File: src/rtl/sysrst_pkg.sv
// Package: shared constants for the reset control register.
// Assumes: byte-wide register; bit positions fixed by software use.
package sysrst_pkg;
    localparam int DATA_W    = 8;
    localparam int TRIG_BIT  = 2;  // write-only trigger
    localparam int TYPE_BIT  = 1;  // retained reset type
    localparam logic [DATA_W-1:0] KEEP_MASK = DATA_W'(1) << TYPE_BIT;
endpackage

File: src/rtl/sysrst_decode.sv
// Module: address decode and write classification.
// Assumes: io_wr and io_rd are single-cycle byte strobes, never both high.
module sysrst_decode #(
    parameter int ADDR_W   = 16,
    parameter int REG_ADDR = 16'h0CF9
) (
    input  logic [ADDR_W-1:0]           io_addr,
    input  logic                        io_wr,
    input  logic                        io_rd,
    input  logic [sysrst_pkg::DATA_W-1:0] io_wdata,
    output logic                        trig_wr,
    output logic                        store_wr,
    output logic                        rd_hit
);
    import sysrst_pkg::*;
    localparam logic [ADDR_W-1:0] HIT_ADDR = ADDR_W'(REG_ADDR);

    logic addr_hit;

    // Classify the current access.
    always_comb begin
        addr_hit = (io_addr == HIT_ADDR);
        trig_wr  = addr_hit && io_wr && io_wdata[TRIG_BIT];
        store_wr = addr_hit && io_wr && !io_wdata[TRIG_BIT];
        rd_hit   = addr_hit && io_rd;
    end
endmodule

File: src/rtl/sysrst_store.sv
// Module: retained register holding only the reset-type bit.
// Assumes: store_wr is already qualified by address and trigger bit.
module sysrst_store (
    input  logic                          clk,
    input  logic                          rst_n,
    input  logic                          store_wr,
    input  logic [sysrst_pkg::DATA_W-1:0] io_wdata,
    output logic [sysrst_pkg::DATA_W-1:0] value
);
    import sysrst_pkg::*;

    // Capture the masked write data, or clear it on reset.
    always_ff @(posedge clk) begin
        if (!rst_n)        value <= '0;
        else if (store_wr) value <= io_wdata & KEEP_MASK;
    end

    AST_ONLY_TYPE_BIT: assert property (@(posedge clk) disable iff (!rst_n)
        (value & ~KEEP_MASK) == '0);
    AST_STORE_LOADS: assert property (@(posedge clk) disable iff (!rst_n)
        store_wr |=> value == ($past(io_wdata) & KEEP_MASK));
    AST_HOLD_NO_STORE: assert property (@(posedge clk) disable iff (!rst_n)
        !store_wr |=> $stable(value));
endmodule

File: src/rtl/sysrst_pulse.sv
// Module: registers the trigger into a one-cycle reset request.
// Assumes: trig_wr is high only in cycles that carry a trigger write.
module sysrst_pulse (
    input  logic clk,
    input  logic rst_n,
    input  logic trig_wr,
    output logic rst_req
);
    // Issue the request one cycle after the trigger write.
    always_ff @(posedge clk) begin
        if (!rst_n) rst_req <= 1'b0;
        else        rst_req <= trig_wr;
    end

    AST_PULSE_FOLLOWS: assert property (@(posedge clk) disable iff (!rst_n)
        trig_wr |=> rst_req);
    AST_PULSE_SINGLE: assert property (@(posedge clk) disable iff (!rst_n)
        !trig_wr |=> !rst_req);
endmodule

File: src/rtl/sysrst_ctl.sv
// Module: top of the system reset control register.
// Assumes: byte accesses only; io_wr and io_rd are never high together.
module sysrst_ctl #(
    parameter int ADDR_W   = 16,
    parameter int REG_ADDR = 16'h0CF9
) (
    input  logic              clk,
    input  logic              rst_n,
    input  logic [ADDR_W-1:0] io_addr,
    input  logic              io_wr,
    input  logic              io_rd,
    input  logic [7:0]        io_wdata,
    output logic [7:0]        rd_data,
    output logic              rst_req,
    output logic              state_nonzero
);
    import sysrst_pkg::*;

    logic              trig_wr;
    logic              store_wr;
    logic              rd_hit;
    logic [DATA_W-1:0] value;

    sysrst_decode #(.ADDR_W(ADDR_W), .REG_ADDR(REG_ADDR)) dec_i (
        .io_addr(io_addr), .io_wr(io_wr), .io_rd(io_rd), .io_wdata(io_wdata),
        .trig_wr(trig_wr), .store_wr(store_wr), .rd_hit(rd_hit));

    sysrst_store store_i (
        .clk(clk), .rst_n(rst_n), .store_wr(store_wr),
        .io_wdata(io_wdata), .value(value));

    sysrst_pulse pulse_i (
        .clk(clk), .rst_n(rst_n), .trig_wr(trig_wr), .rst_req(rst_req));

    // Drive read data and the save/restore status.
    always_comb begin
        rd_data       = rd_hit ? value : '0;
        state_nonzero = |value;
    end

    AST_STROBES_EXCL: assert property (@(posedge clk) disable iff (!rst_n)
        !(io_wr && io_rd));
    AST_TRIG_KEEPS: assert property (@(posedge clk) disable iff (!rst_n)
        trig_wr |=> $stable(value));
    AST_MISS_READ_ZERO: assert property (@(posedge clk) disable iff (!rst_n)
        !rd_hit |-> rd_data == '0);
    AST_STATUS: assert property (@(posedge clk) disable iff (!rst_n)
        state_nonzero == (value != '0));
    AST_RESET_CLEAR: assert property (@(posedge clk)
        !rst_n |=> value == '0 && !rst_req);
endmodule

File: config.mk
export PLATFORM = sky130hd
export DESIGN_NAME = sysrst_ctl
export DESIGN_NICKNAME = d
export VERILOG_FILES = /design/src/rtl/sysrst_pkg.sv /design/src/rtl/sysrst_decode.sv /design/src/rtl/sysrst_store.sv /design/src/rtl/sysrst_pulse.sv /design/src/rtl/sysrst_ctl.sv
export SDC_FILE = /design/constraint.sdc
export NUM_CORES = 1
export LEC_CHECK = 0
export ABC_AREA = 1
export ABC_CLOCK_PERIOD_IN_PS = 900
export BUFFER_PORTS_ARGS = -buffer_cell sky130_fd_sc_hd__buf_2
export CORE_AREA = 2 2 39 41
export CTS_CLUSTER_SIZE = 25
export DETAILED_ROUTE_END_ITERATION = 12
export DIE_AREA = 0 0 41 43
export GPL_TIMING_DRIVEN = 1
export HOLD_SLACK_MARGIN = 0.1
export REMOVE_ABC_BUFFERS = 1
export SETUP_SLACK_MARGIN = 0.02
export SLEW_MARGIN = 0
export SYNTH_ARGS = -nofsm -noshare
export SYNTH_HDL_FRONTEND = slang
export SYNTH_HIERARCHICAL = 1
export SYNTH_SLANG_ARGS = --single-unit
File: constraint.sdc
create_clock -name clk -period 0.9 [get_ports clk]
set_input_delay 0.09 -clock clk [delete_from_list [all_inputs] [get_ports clk]]
set_output_delay 0.09 -clock clk [all_outputs]
set_load 0.05 [all_outputs]
==> flow_summary.ini <==
[logic_synthesis]
yosysWarnings = 6
synth_cell_type_count = 11
synth_top_area_cell = inv_1
synth_area_leaders = inv_1 26%, nand2_1 24%, buf_4 16%
synth_seq_cells = 2
syn_inst = 70
avgSynthCellArea_um2 = 4.77
syn_area_um2 = 334
synth-edff-count = 0
async_reset_ff_frac = 0
yosysTopAreaCellShare = 0.258
synth_most_common_cell = inv_1
ys.flop_type = dfxtp_1
synth_common_cells = 23 x inv_1, 21 x nand2_1, 10 x nor2_1, 7 x buf_4
yosysSeqAreaShare = 0.120

[setup_path]
arrival_ns = 0.91
worstSetupPathType = in -> out
worstPathRequired_ns = 0.81
crit_path_end_kind = output port
startpoint_type = primary input
critPathMaxFanout = 2

[die]
start_util = 0.241
io_pins = 38
std_cell_rows = 14
die_area_mm2 = 0.00176
die_h_um = 43
coreArea_mm2 = 0.00138
die-width_um = 41

[place]
place_hpwl_um = 604
io_buffers = 24
gp_congestion = 0.644

[job]
drv_cap = 0

[grt]
grtUsageTotal = 0.0862
grt_first_pass_wirelength_um = 1050
grt-ovfl-total = 0
grt_max_degree = 8
antenna_found_initial = 0
grt_pass1_vias = 350

[sta]
fin_crit_ns = 0.997
hold_viol_final = 0
setup_ws_ns = -0.0971
slew_violations = 0
whs_ns = 0.187
min_period_over_period = 1.11
finalSetupViolations = 2
fin_worst_skew_ns = 0
fin_setup_tns_ns = -0.189
clock.fmax_ghz = 1.00
rsz0062_at_grt = yes

[cells_and_area]
area_growth_pct = 70.8
final_nets = 131
diodes = 0
drive_above_1_share = 0.446

[power]
ir_drop_mv = 0.505
p_leak_nw = 0.380
p_per_area_mw_per_mm2 = 659

[clocking]
root_buffer = clkbuf_4
clk_latency_ns = 0.22
cts_buffers = 3
cts.sinks = 2
cts.path.max_buffers = 2
htree_num_levels = 1
cts.clk_slew.worst_paths_ns = 0.03
cts_tree = yes

[detailed_routing]
viasPerCell = 3.75
ant_nets = 0
num_vias = 439
wire_per_inst_um = 5.94
drt_iter0_drc = 3
dr.pass1.iters = 2
routed_wl_um = 695
drcViolationCount = 0

[status]
status = finished with violations
failed_checks = setup timing

[worst_hold_path]
hold_path.class = in -> reg
[stage by stage]
step                total power [W]  cells  cell area (µm²)  utilization  setup WS [ns]
floorplan                  0.000123     68              299            -         -0.167
global placement           0.000167    111              462        0.334         -0.175
detailed placement         0.000169    111              462        0.334         -0.203
CTS                        0.000375    116              515        0.373         -0.117
global route               0.000408    117              571        0.412         -0.183
finish                     0.000376    117              571        0.412        -0.0971
[layout make-up]
type,count,area [µm²]
clock buffer,3,22.5
fill,173,813
inverter,23,86.3
multi-input combinational,43,208
sequential,2,41.3
tap,16,20.0
timing repair buffer,30,193
[layout by cell type, fill, tap and decap left out]
| cell type | count |
|---|---|
| inv_1 | 20 |
| nand3_4 | 1 |
| dfxtp_1 | 1 |
| buf_2 | 20 |
| nor2_1 | 5 |
| inv_2 | 3 |
| nand4_1 | 1 |
| dlygate4sd3_1 | 1 |
| dfxtp_2 | 1 |
| nand2_1 | 21 |
| nor2_4 | 1 |
| buf_6 | 4 |
| buf_4 | 5 |
| and3_4 | 1 |
| conb_1 | 7 |
| clkbuf_4 | 3 |
| nor2_2 | 6 |
[power by group]
group | internal [W] | switching, W | total [W]
clock | 0.000146 | 0.0000437 | 0.000190
sequential | 0.0000894 | 0.000000000327 | 0.0000894
combinational | 0.0000544 | 0.0000423 | 0.0000967
total | 0.000290 | 0.0000861 | 0.000376
[state kept, by name, summed over array words and instances, names as in the netlist]
name             count
pulse_i/rst_req      1
store_i/value        1
[final timing paths]
check                           startpoint                             to  slack (ns)  cells after the start
max                             io_addr[9]                     rd_data[1]        -0.1                      8
min                            io_wdata[1]  store_i/value[1]$_SDFFE_PN0P_        0.19                      5
max reg2reg  store_i/value[1]$_SDFFE_PN0P_  store_i/value[1]$_SDFFE_PN0P_        0.19                      3
min reg2reg  store_i/value[1]$_SDFFE_PN0P_  store_i/value[1]$_SDFFE_PN0P_        0.57                      3
[critical path: stages]
cell	delay (ns)
buf_6	0.09
nor2_2	0.09
nand2_1	0.06
nor2_2	0.12
and3_4	0.19
nand2_1	0.06
inv_2	0.05
buf_6	0.14
[layer usage]
layer / global-route usage / part of all wire / routed length [µm] / up-vias
met3: 0.0157 / 0.089 / 62 / 0
met2: 0.159 / 0.55 / 385 / 20
met4: 0.0600 / 0 / 0 / 0
li1: - / - / - / 241
met1: 0.0735 / 0.36 / 247 / 178
met5: 0 / 0 / 0 / -
[cell families (layout without fill, tap and decap cells)]
family	after synthesis	in the layout	share of synthesized area
simple gates	36	36	0.438
flops	2	2	0.120
buf+inv	31	56	0.431
other cells	1	7	0.0112
[what timing repair did]
| action | in CTS | in global routing |
|---|---|---|
| setup buffers | 1 | 2 |
| endpoints found under the hold margin | 1 | 0 |
| resized for setup | 5 | 14 |
| hold buffers | 1 | 0 |
| pin swaps | 5 | 10 |
| endpoints found under the setup margin | 2 | 3 |
(Power assumes the default switching activity.)
